==> config.mk <==
export PLATFORM = sky130hd
export DESIGN_NAME = barrett_modmul
export DESIGN_NICKNAME = d
export VERILOG_FILES = /design/src/rtl/barrett_modmul.sv
export SDC_FILE = /design/constraint.sdc
export NUM_CORES = 1
export LEC_CHECK = 0
export BUFFER_PORTS_ARGS = -buffer_cell sky130_fd_sc_hd__buf_2
export CORE_MARGIN = 1.5
export CORE_UTILIZATION = 50
export DETAILED_ROUTE_END_ITERATION = 8
export PLACE_DENSITY = 0.7
export SLEW_MARGIN = 20
export SYNTH_ARGS = -nofsm -noshare
export SYNTH_HDL_FRONTEND = slang
export SYNTH_SLANG_ARGS = --single-unit
==> constraint.sdc <==
create_clock -name clk -period 13.5 [get_ports clk]
set_clock_uncertainty 0.05 [all_clocks]
set_input_delay 0.675 -clock clk [delete_from_list [all_inputs] [get_ports clk]]
set_output_delay 0.675 -clock clk [all_outputs]
set_load 0.1 [all_outputs]
==> src/rtl/barrett_modmul.sv <==
module barrett_modmul #(
  parameter int W = 8,
  parameter bit CONST_MOD = 1'b0,
  parameter int unsigned MOD_VAL = 251
) (
  input  logic         clk,
  input  logic         rst,
  input  logic         en,
  input  logic         in_valid,
  input  logic [W-1:0] a,
  input  logic [W-1:0] b,
  input  logic [W-1:0] m,
  input  logic [W:0]   r_in,
  output logic         out_valid,
  output logic [W-1:0] result
);
  localparam int PW = 2 * W;
  localparam logic [PW:0] FOUR_W  = {1'b1, {PW{1'b0}}};
  localparam logic [PW:0] MOD_EXT = (PW+1)'(MOD_VAL);
  localparam logic [PW:0] R_RAW   = FOUR_W / MOD_EXT;
  localparam logic [W:0]  R_CONST = ((R_RAW >> (W+1)) != '0) ? '1 : R_RAW[W:0];

  logic [W-1:0] m_use;
  logic [W:0]   r_use;
  assign m_use = CONST_MOD ? MOD_EXT[W-1:0] : m;
  assign r_use = CONST_MOD ? R_CONST : r_in;

  // stage 1: full product
  logic          v1;
  logic [PW-1:0] p1;
  logic [W-1:0]  m1;
  logic [W:0]    r1;
  always_ff @(posedge clk) begin
    if (rst) v1 <= 1'b0;
    else if (en) v1 <= in_valid;
    if (en) begin
      p1 <= PW'(a) * PW'(b);
      m1 <= m_use;
      r1 <= r_use;
    end
  end

  // stage 2: quotient estimate
  logic [PW+1:0] qprod;
  assign qprod = (PW+2)'(p1[PW-1:W-1]) * (PW+2)'(r1);

  logic          v2;
  logic [PW-1:0] p2;
  logic [W-1:0]  m2;
  logic [W:0]    q2;
  always_ff @(posedge clk) begin
    if (rst) v2 <= 1'b0;
    else if (en) v2 <= v1;
    if (en) begin
      p2 <= p1;
      m2 <= m1;
      q2 <= qprod[PW+1:W+1];
    end
  end

  // stage 3: partial remainder, below 3M so W+2 bits suffice
  logic [W+1:0] qm;
  assign qm = (W+2)'(q2) * (W+2)'(m2);

  logic         v3;
  logic [W+1:0] rem3;
  logic [W-1:0] m3;
  always_ff @(posedge clk) begin
    if (rst) v3 <= 1'b0;
    else if (en) v3 <= v2;
    if (en) begin
      rem3 <= p2[W+1:0] - qm;
      m3   <= m2;
    end
  end

  // stage 4: two conditional corrections
  logic [W+1:0] mx, c1, c2;
  assign mx = {2'b00, m3};
  assign c1 = (rem3 >= mx) ? rem3 - mx : rem3;
  assign c2 = (c1 >= mx) ? c1 - mx : c1;

  logic [W-1:0] m4;
  always_ff @(posedge clk) begin
    if (rst) out_valid <= 1'b0;
    else if (en) out_valid <= v3;
    if (en) begin
      result <= c2[W-1:0];
      m4     <= m3;
    end
  end
endmodule

Word-level counts from Yosys, hierarchy flattened
Cells that the tools add are included.
{"block": "word_totals", "register_bits": 90, "latchBits": 0, "ramBits": 0, "mem_bits_ro": 0, "in_bits": 37, "out_inout_bits": 9, "elab_cells": 23, "mem_count": 0}
{"block": "classes", "add_sub_neg": 3, "mul": 3, "n_div": 0, "magnitude_cmp": 2, "n_eq_ne": 0, "shift": 0, "n_mux": 2, "bitwise": 0, "reduce_logical": 0}
{"op": "greater-or-equal comparator 10 x 8 -> 1 bit", "n": 2}
{"op": "multiplier 9 x 9 -> 18 bit", "n": 1}
{"op": "multiplier 8 x 8 -> 16 bit", "n": 1}
{"op": "multiplier 9 x 8 -> 10 bit", "n": 1}
{"op": "2-to-1 mux 10 bit", "n": 1}
{"op": "subtractor 10 bit", "n": 1}
{"op": "subtractor 10 x 8 -> 10 bit", "n": 1}
{"op": "2-to-1 mux 8 bit", "n": 1}
{"op": "subtractor 8 bit", "n": 1}

Depth between registers and ports, before layout
Gate-level depths: netlist (run 1).
{"block": "logic_depth", "ltp_word": 4, "mapped_depth": 19, "mapped_depth_nobuf": 18}

Worst setup path before layout (run 1)
OpenSTA, ideal clock, no wires.
{"block": "synth_path", "path_type": "input to register", "from": "input port b[4]", "to": "register p1[15], data pin", "setup_ns": 0.259, "arrival_ns": 4.707, "t_required_ns": 13.191, "setup_slack_ns": 8.484, "stages": 17, "path_buffers": 0, "cell_sequence": "and2_1 -> fa_1 -> inv_1 -> fa_1 -> inv_1 -> fa_1 -> inv_1 -> fa_1 -> inv_1 -> ha_1 -> o21a_1 -> o31a_1 -> o211ai_1 -> a21oi_1 -> a2111oi_0 -> a21oi_1 -> xnor2_1"}
{"block": "synth_via", "elab_chain_cells": 1}
{"item": "from (decl)", "line": "11", "source": "input logic [W-1:0] b,"}
{"item": "multiplier 8 x 8 -> 16 bit", "line": "37", "source": "p1 <= PW'(a) * PW'(b);"}
{"item": "to (signal assigned)", "line": "37"}
{"item": "to (decl)", "line": "30", "source": "logic [PW-1:0] p1;"}
No other way between the ends.
A chain may end at the register's enable or synchronous reset.

Worst setup path after layout (run 1)
{"block": "layout_path", "from": "register m3[0]", "to": "register result[6], data pin"}
{"block": "layout_via", "elab_chain_cells": 4, "elab_cells_between_ends": 6, "classes_between": "2 x add/sub; 2 x order compare; 2 x mux"}
{"item": "from (decl)", "line": "67", "source": "logic [W-1:0] m3;"}
{"item": "from (signal assigned)", "line": "73", "source": "m3 <= m2;"}
{"item": "subtractor 10 x 8 -> 10 bit / greater-or-equal comparator 10 x 8 -> 1 bit (equally long branches)", "line": "80", "source": "assign c1 = (rem3 >= mx) ? rem3 - mx : rem3;"}
{"item": "2-to-1 mux 10 bit", "line": "80"}
{"item": "subtractor 8 bit / greater-or-equal comparator 10 x 8 -> 1 bit (equally long branches)", "line": "81", "source": "assign c2 = (c1 >= mx) ? c1 - mx : c1;"}
{"item": "2-to-1 mux 8 bit *", "line": "81"}
{"item": "net c2[6]", "line": "78", "source": "logic [W+1:0] mx, c1, c2;"}
{"item": "to (signal assigned)", "line": "88", "source": "result <= c2[W-1:0];"}
{"item": "to (decl)", "line": "15", "source": "output logic [W-1:0] result"}
Mark *: on every way through the listed nets, which the timed path passes. The rest lies on a longest branch.

==> results of run 1 <==
## cell usage after synthesis (all sizes together), types with 2 or more instances
cell type	count
mux2i	6
and4	3
a21oi	26
dfxtp	4
a21o	5
a2111oi	3
ha	108
or3	5
inv	167
edfxtp	86
nand2b	5
nor2	31
a211oi	3
xor2	14
o2111ai	2
and2	129
fa	117
mux2	11
nor2b	5
nor4	2
a21boi	3
nor3	7
or2	2
o211ai	2
o21ai	24
clkbuf	8
o21a	9
nand3	5
and3	2
nand2	82
xnor2	36
## critical path: stages, from the launching register on
cell,delay (ns)
edfxtp_1,0.40
ha_1,0.22
fa_1,0.40
nand2b_1,0.19
a21oi_1,0.31
o21ai_0,0.19
nor4b_2,0.19
buf_4,0.18
mux2_2,0.24
ha_1,0.16
inv_1,0.06
fa_1,0.40
a21o_1,0.20
a21oi_1,0.26
a21oi_1,0.11
o21ai_0,0.18
nand2b_1,0.11
a2111oi_4,0.66
mux2_2,0.41
## flip-flops by register name (all words and copies together) (netlist names), 8 cells and up
signal / cells
m3: 8
result: 8
q2: 9
p2: 10
m2: 8
p1: 16
m1: 8
r1: 9
rem3: 10
## worst paths after layout
path	to	start	slack (ns)	cells after the start
worst max-delay path	result[6]	m3[0]	8.32	18
worst min-delay path	m2[0]	m1[0]	0.37	0
worst max register to register	result[6]	m3[0]	8.32	18
worst min register to register	m2[0]	m1[0]	0.37	0
## through the flow
stage                     hold WS [ns]  cells  utilization
after floorplan                 0.3503    924            -
after global placement          0.3524   1222       0.5421
after detailed placement        0.3552   1222       0.5421
after CTS                       0.3677   1237       0.5585
after global routing            0.3756   1237       0.5585
final                           0.3684   1237       0.5585
## kinds of logic after synthesis
family,share of synthesized area
AND/OR/NAND/NOR,0.1535
multiplexers,0.01902
XOR/XNOR,0.04529
adder cells (fa/ha/maj),0.3820
AO/OA/AOI/OAI,0.05642
flip-flops,0.2754
buffers and inverters,0.06845
## layer usage
| metal | track usage | part of all wire |
|---|---|---|
| met5 | 0 | 0 |
| met4 | 0.06565 | 0.020 |
| met3 | 0.02288 | 0.018 |
| met2 | 0.3417 | 0.52 |
| met1 | 0.2240 | 0.44 |
## final cells by class
type / instances / share of cell area
clock buffers: 10 / 0.02177
flip-flops and latches: 90 / 0.2532
inverters: 167 / 0.05960
multi-input cells: 658 / 0.6039
clock inverters: 5 / 0.007614
well taps: 260 / 0.03093
repair buffers: 47 / 0.02308
==> flow_summary_export.csv, run 1 <==
group,metric,value,unit
run_status,status,"complete, no violations",
clocking,clock-root-buffer,"clkbuf_16",
cells_and_area,syn_to_final_growth,8.773,%
worst_setup_path,worstPathMaxFanout,12,
routing,first_pass_iters,4,
timing,hold_viol,0,
timing,period_share,0.3834,
place,post_dp_cell_area,10210,um2
synthesis,yosysSeqAreaShare,0.2754,
synthesis,yosysUniqueCellTypes,48,
synthesis,yosysTopAreaCell,"edfxtp_1",
worst_setup_path,critPathCaptureType,"register",
place,port_buffers,45,
die,pin_count,46,
cells_and_area,multi_input_area,6351,um2
synthesis,synth_edf_count,86,
timing,slew-limit-headroom,0.5330,
clocking,post_cts_buffers,0,
routing,viasPerCell,5.008,
synthesis,netlist_instances,924,
cells_and_area,antenna_cells,0,
routing,routedWlPerCell,13.19,um
timing,setup_violations,0,
worst_hold_path,min-delay-path-class,"reg2reg",
synthesis,ys.flop_type,"edfxtp_1",
timing,rsz0062_at_grt,"no",
clocking,cts_hold_buffers,0,
timing,period_needed,5.175,ns
job,cap_violations,0,
place,dpl_worst_slack,7.976,ns
cells_and_area,seq_area,2663,um2
synthesis,synth_area_leaders,"edfxtp_1 27%, fa_1 24%, ha_1 14%",
cells_and_area,final_area,10520,um2
clocking,cts-buffers-inserted,9,
die,core.rowCount,50,
worst_setup_path,critical_path_arrival,5.22,ns
synthesis,ys_warn_count,0,
synthesis,synth-seq-cells,90,
cells_and_area,final_cell_mix,"167 x inv_1, 129 x and2_1, 117 x fa_1, 108 x ha_1, 86 x edfxtp_1",
timing,worst_slew_pin_slew,0.6828,ns
routing,route.vias.total,6195,
cells_and_area,final_common_cell,"inv_1",
global_routing,grt_antenna_before_repair,0,
die,dieArea,20180,um2
clocking,clkSinkCount,90,
synthesis,syn_nets,1186,
clocking,cts_max_level,3,
routing,drt_iter0_markers,214,
clocking,clkTransAtPathRegs,0.06,ns
die,start_util,0.5135,
clocking,cts_tree,"built",
timing,drv_slew,0,
die,core,18830,um2
synthesis,netlist.area_leader.share,0.2671,
global_routing,grt_pass1_vias,6647,
global_routing,grt_use_total,0.1858,
global_routing,grt_pass1_wl,29780,um
worst_setup_path,crit_path_start_kind,"register",
synthesis,syn_area_per_cell,10.46,um2
clocking,cts_resized,0,
routing,wirelength,16310,um
cells_and_area,nets,1235,
worst_setup_path,path_class,"reg2reg",
die,die_x,142.1,um
cells_and_area,nFillCells,1682,
worst_setup_path,worst_ep_required_time,13.55,ns
die,chipHeight,142.1,um
synthesis,async_flop_share,0,
cells_and_area,layout-drive-gt1-share,0.07881,
synthesis,syn_area,9669,um2
timing,timing.setup.tns,0,ns
place,place_congestion,0.8590,
global_routing,grt_max_degree,53,
timing,fmax,193.2,MHz
clocking,cts_buffer_depth,2,
clocking,clock_latency,0.35,ns
routing,drc,0,
routing,drtAntennaViolNets,0,
global_routing,grt-ovfl-total,0,
place,hpwl,13570,um
timing,layout_setup_ws,8.325,ns
Power of run 1 is left out: the tool's default activity adds up to more than one toggle a clock period on the data nets, which glitch-free logic cannot reach.
==> run 2, diff against run 1 <==
--- a/config.mk
+++ b/config.mk
@@ -5,11 +5,12 @@
 export SDC_FILE = /design/constraint.sdc
 export NUM_CORES = 1
 export LEC_CHECK = 0
+export ABC_AREA = 1
 export BUFFER_PORTS_ARGS = -buffer_cell sky130_fd_sc_hd__buf_2
 export CORE_MARGIN = 1.5
 export CORE_UTILIZATION = 50
 export DETAILED_ROUTE_END_ITERATION = 8
-export PLACE_DENSITY = 0.7
+export PLACE_DENSITY = 0.72
 export SLEW_MARGIN = 20
 export SYNTH_ARGS = -nofsm -noshare
 export SYNTH_HDL_FRONTEND = slang
==> constraint.sdc (replaced) <==
create_clock -name clk -period 4.3 [get_ports clk]
set_clock_uncertainty 0.05 [all_clocks]
set_input_delay 0.215 -clock clk [delete_from_list [all_inputs] [get_ports clk]]
set_output_delay 0.215 -clock clk [all_outputs]
set_load 0.1 [all_outputs]
==> run 2 against run 1 <==
Final area rose by 14%. Sequential cell count unchanged. Global-route usage increased by 1.3 points. Worst hold slack got worse by 0.35 ns. Clock-buffer cell count decreased by 1. Non-clock buffer count grew 64. Via count up 31%. Fmax increased by 24%. Die area is 9.7% higher.
==> flow_summary_export.csv, run 2 <==
group,metric,value,unit
synthesis,netlist.area_leader.share,0.2430,
global_routing,grt_use_total,0.1988,
cells_and_area,antenna_cells,0,
worst_setup_path,ff2ff_path_depth,16,
routing,drtAntennaViolNets,0,
timing,layout_setup_ws,0.1393,ns
worst_hold_path,min_to,"out_valid",
synthesis,synth_area_leaders,"edfxtp_1 24%, fa_1 22%, nand2_1 13%",
worst_hold_path,hold_depth,2,
worst_setup_path,worstPathMaxFanout,7,
cells_and_area,final_cell_mix,"363 x nand2_1, 345 x inv_1, 116 x fa_1, 103 x ha_1, 86 x edfxtp_1",
die,chipHeight,148.8,um
synthesis,syn_area_per_cell,8.200,um2
run_status,status,"complete, no violations",
routing,first_pass_iters,6,
synthesis,yosysSeqAreaShare,0.2505,
timing,slew-limit-headroom,0.4747,
synthesis,yosysUniqueCellTypes,39,
worst_setup_path,path_delay_family,"adder cells",
synthesis,syn_area,10630,um2
timing,setup_violations,0,
clocking,clkTransAtPathRegs,0.07,ns
cells_and_area,nets,1640,
timing,worst_slew_pin_slew,0.7879,ns
worst_setup_path,path_class,"reg2reg",
place,dpl_worst_slack,-0.009552,ns
worst_hold_path,min-delay-path-class,"in2reg",
synthesis,synth-seq-cells,90,
job,cap_violations,0,
worst_setup_path,critPathCaptureType,"register",
cells_and_area,multi_input_area,6574,um2
global_routing,grt_antenna_before_repair,0,
clocking,clock_latency,0.35,ns
cells_and_area,syn_to_final_growth,12.81,%
synthesis,netlist_top_cells_count,"364 x nand2_1, 345 x inv_1, 117 x fa_1",
synthesis,syn_nets,1558,
timing,hold_viol,0,
worst_setup_path,crit_path_start_kind,"register",
synthesis,yosysTopAreaCell,"edfxtp_1",
synthesis,post-synth-top-count-cell,"nand2_1",
cells_and_area,largest_reg_flops,16,
routing,route.vias.total,8094,
routing,wirelength,20670,um
clocking,cts_tree,"built",
cells_and_area,reg_top3,"p1 x16, p2 x10, rem3 x10",
clocking,cts-buffers-inserted,9,
cells_and_area,layout-drive-gt1-share,0.1077,
clocking,clkSinkCount,90,
die,core,20960,um2
worst_setup_path,r2r_slack,0.14,ns
timing,fmax,240.3,MHz
routing,drt_iter0_markers,270,
worst_setup_path,crit_cells,16,
timing,period_share,0.9676,
cells_and_area,final_common_cell,"nand2_1",
routing,routedWlPerCell,12.47,um
worst_setup_path,worst_ep_required_time,4.36,ns
die,die_x,148.8,um
global_routing,grt-ovfl-total,0,
global_routing,grt_pass1_vias,7947,
global_routing,grt_pass1_wl,35200,um
synthesis,netlist_instances,1296,
die,dieArea,22140,um2
place,place_congestion,0.9250,
synthesis,synth_edf_count,86,
worst_setup_path,worstReg2RegStart,"m2[2]",
timing,whs,0.02081,ns
place,hpwl,16990,um
clocking,clock-root-buffer,"clkbuf_16",
worst_setup_path,cpPeakStageDelay,0.55,ns
timing,period_needed,4.161,ns
worst_setup_path,path_buf_inv,4,
clocking,cts_buffer_depth,2,
worst_hold_path,hold_start,"rst",
synthesis,async_flop_share,0,
synthesis,ys_warn_count,0,
worst_setup_path,r2r_end,"rem3[9]",
place,port_buffers,45,
routing,viasPerCell,4.882,
worst_setup_path,crit_slowest_cell,"fa_1",
cells_and_area,top_register,"p1",
worst_setup_path,path_cells,"nand2_1 -> inv_1 -> fa_1 -> inv_1 -> fa_1 -> inv_1 -> fa_1 -> fa_1 -> inv_1 -> ha_1 -> nand2_1 -> nor2_1 -> a211oi_1 -> nand3_1 -> nand3_1 -> nand2_1",
die,core.rowCount,53,
cells_and_area,nFillCells,1868,
global_routing,grt_max_degree,65,
cells_and_area,seq_area,2663,um2
die,pin_count,46,
die,start_util,0.5072,
timing,drv_slew,0,
synthesis,ys.flop_type,"edfxtp_1",
worst_setup_path,critical_path_arrival,4.22,ns
routing,drc,0,
clocking,cts_max_level,3,
[run 2: changes by cell type after synthesis, moves of 23 or more]
cell / before / now
inv_1: 167 / 345
clkbuf_1: 8 / 32
xnor2_1: 36 / 13
nand3_1: 5 / 36
and2_1: 129 / 0
nand2_1: 82 / 364
[run 2: kinds of logic after synthesis]
logic type | count (synthesis) | share of synthesized area
flip-flops | 90 | 0.2505
AO/OA/AOI/OAI | 72 | 0.03909
buffers and inverters | 389 | 0.1386
AND/OR/NAND/NOR | 480 | 0.1913
XOR/XNOR | 40 | 0.03296
adder cells (fa/ha/maj) | 225 | 0.3475
[run 2: area by class of cell]
type | count | area share
inverter | 349 | 0.1093
multi-input combinational | 817 | 0.5483
clock buffer | 9 | 0.01879
timing repair buffer | 111 | 0.06397
tap | 275 | 0.02870
clock inverter | 7 | 0.008871
sequential | 90 | 0.2221
[run 2: how the worst max path moves through the flow]
stage | slack [ns] | start | endpoint
after floorplan | 0.26 | p1[14] | q2[3]
after global placement | 0.08 | q2[2] | rem3[9]
after detailed placement | -0.01 | q2[2] | rem3[9]
after CTS | 0.01 | m2[5] | rem3[9]
after global routing | -0.02 | m2[4] | rem3[9]
final | 0.14 | m2[2] | rem3[9]
[run 2: through the flow]
step | util | std cells | instance area (um2) | setup TNS (ns)
2_1_floorplan | - | 1296 | 10630 | 0
3_3_place_gp | 0.5339 | 1596 | 11190 | 0
3_5_place_dp | 0.5339 | 1596 | 11190 | -0.009552
4_1_cts | 0.5580 | 1630 | 11690 | 0
5_1_grt | 0.5721 | 1658 | 11990 | -0.02167
6_report | 0.5721 | 1658 | 11990 | 0
[run 2: routing by layer]
layer / part of all wire / track usage
met1: 0.40 / 0.2272
met2: 0.53 / 0.3753
met3: 0.037 / 0.02936
met5: 0 / 0
met4: 0.028 / 0.07030
[run 2: what timing repair did]
item | CTS | global route
gates resized for setup | 0 | 17
hold buffers | 16 | 0
setup buffers | 2 | 28
endpoints found under the setup margin | 1 | 9
endpoints found under the hold margin | 16 | 0
pin swaps | 0 | 4
Power of run 2 is left out for the same reason.
==> run 3, diff against run 2 <==
--- a/config.mk
+++ b/config.mk
@@ -11,6 +11,7 @@
 export CORE_UTILIZATION = 50
 export DETAILED_ROUTE_END_ITERATION = 8
 export PLACE_DENSITY = 0.72
+export RECOVER_POWER = 100
 export SLEW_MARGIN = 20
 export SYNTH_ARGS = -nofsm -noshare
 export SYNTH_HDL_FRONTEND = slang
==> run 3 against run 2 <==
Critical path depth did not move. Sequential share of layout area is essentially flat. Clock-buffer cell count did not move. Final cell count unchanged. Utilization about the same. Final area barely moved. Fmax increased by 0.20%. Wire length up 0.12%. Critical path type unchanged.
==> flow_summary_export.csv, run 3 (same netlist as run 2, synthesis figures left out) <==
group,metric,value,unit
routing,drtAntennaViolNets,0,
routing,topRoutingLayerUsed,"met4",
routing,drc,0,
run_status,status,"complete, no violations",
timing,hold_viol,0,
global_routing,grt-ovfl-total,0,
cells_and_area,antenna_cells,0,
die,start_util,0.5072,
clocking,clkTransAtPathRegs,0.07,ns
worst_setup_path,worst_ep_required_time,4.36,ns
routing,met2_length,10920,um
worst_setup_path,worstPathMaxFanout,7,
worst_setup_path,path_cells,"nand2_1 -> inv_1 -> fa_1 -> inv_1 -> fa_1 -> inv_1 -> fa_1 -> fa_1 -> inv_1 -> ha_1 -> nand2_1 -> nor2_1 -> a211oi_1 -> nand3_1 -> nand3_1 -> nand2_1",
worst_setup_path,cpPeakStageDelay,0.55,ns
timing,timing.setup.tns,0,ns
die,dieArea,22140,um2
worst_setup_path,critical_path_arrival,4.21,ns
global_routing,grt_use_total,0.1988,
clocking,cts-buffers-inserted,9,
cells_and_area,layout-drive-gt1-share,0.1048,
clocking,clock_latency,0.35,ns
timing,period_share,0.9657,
die,core.rowCount,53,
job,cap_violations,0,
clocking,cts_tree,"built",
place,port_buffers,45,
routing,drt_iter0_markers,286,
timing,worst_slew_pin_slew,0.7872,ns
timing,slew-limit-headroom,0.4752,
routing,drt-met1-wl,8401,um
clocking,clock-root-buffer,"clkbuf_16",
clocking,cts_max_level,3,
worst_setup_path,path_delay_family,"adder cells",
global_routing,grt_antenna_before_repair,0,
die,chipHeight,148.8,um
worst_setup_path,critPathCaptureType,"register",
cells_and_area,final_cell_mix,"363 x nand2_1, 345 x inv_1, 116 x fa_1, 103 x ha_1, 86 x edfxtp_1",
routing,route.vias.total,8107,
worst_setup_path,crit_slowest_cell,"fa_1",
worst_setup_path,path_buf_inv,4,
routing,viasPerCell,4.890,
cells_and_area,nets,1640,
timing,setup_violations,0,
clocking,clkSinkCount,90,
cells_and_area,reg_top3,"p1 x16, p2 x10, rem3 x10",
routing,routedWlPerCell,12.48,um
timing,period_needed,4.153,ns
cells_and_area,top_register,"p1",
routing,wirelength,20700,um
place,place_congestion,0.9250,
routing,dr_wl_met3,761,um
cells_and_area,final_common_cell,"nand2_1",
worst_setup_path,crit_path_start_kind,"register",
die,core,20960,um2
routing,first_pass_iters,6,
global_routing,grt_pass1_vias,7947,
global_routing,grt_max_degree,65,
worst_setup_path,path_class,"reg2reg",
place,hpwl,16990,um
timing,fmax,240.8,MHz
cells_and_area,syn_to_final_growth,12.74,%
timing,drv_slew,0,
global_routing,grt_pass1_wl,35200,um
die,die_x,148.8,um
die,pin_count,46,
clocking,cts_buffer_depth,2,
cells_and_area,largest_reg_flops,16,
timing,whs,0.01958,ns
worst_hold_path,min-delay-path-class,"in2reg",
run 3: layer usage:
layer	global-route usage	vias up
li1	-	4055
met1	0.2272	3814
met2	0.3753	189
met3	0.02936	49
met4	0.07030	0
met5	0	-
run 3: what timing repair did:
action / CTS / global route
gates resized for setup: 0 / 17
setup buffers: 2 / 28
setup endpoints to repair: 1 / 9
hold buffers: 16 / 0
pin swaps: 0 / 4
hold endpoints to repair: 16 / 0
run 3: worst paths after layout:
check / startpoint / end / slack, ns / cells past startpoint
max: m2[2] / rem3[9] / 0.15 / 16
max reg2reg: m2[2] / rem3[9] / 0.15 / 16
min: rst / out_valid / 0.02 / 2
min reg2reg: p1[4] / p2[4] / 0.36 / 0
run 3: layout make-up:
cell class | instances | area, um2
clock buffers | 9 | 225.2
clock inverters | 7 | 106.4
fillers | 1871 | 8974
repair buffers | 111 | 759.5
inverters | 349 | 1310
well taps | 275 | 344.1
multi-input cells | 817 | 6574
flip-flops and latches | 90 | 2663
run 3: worst reg2reg max path, cell delays in order (launching register included):
cell,delay [ns]
edfxtp_1,0.53
nand2_1,0.13
inv_1,0.05
fa_1,0.47
inv_1,0.05
fa_1,0.47
inv_1,0.06
fa_1,0.50
fa_1,0.55
inv_1,0.05
ha_1,0.33
nand2_1,0.12
nor2_1,0.06
a211oi_1,0.18
nand3_1,0.15
nand3_1,0.09
nand2_1,0.05
run 3: metrics by stage:
stage	setup slack [ns]	cell area (um2)	cells	utilization
floorplan	0.2590	10630	1296	-
global placement	0.08297	11190	1596	0.5339
detailed placement	-0.009552	11190	1596	0.5339
CTS	0.01109	11690	1630	0.5580
global route	-0.02165	11980	1658	0.5718
finish	0.1474	11980	1658	0.5718
Power of run 3 is left out for the same reason.
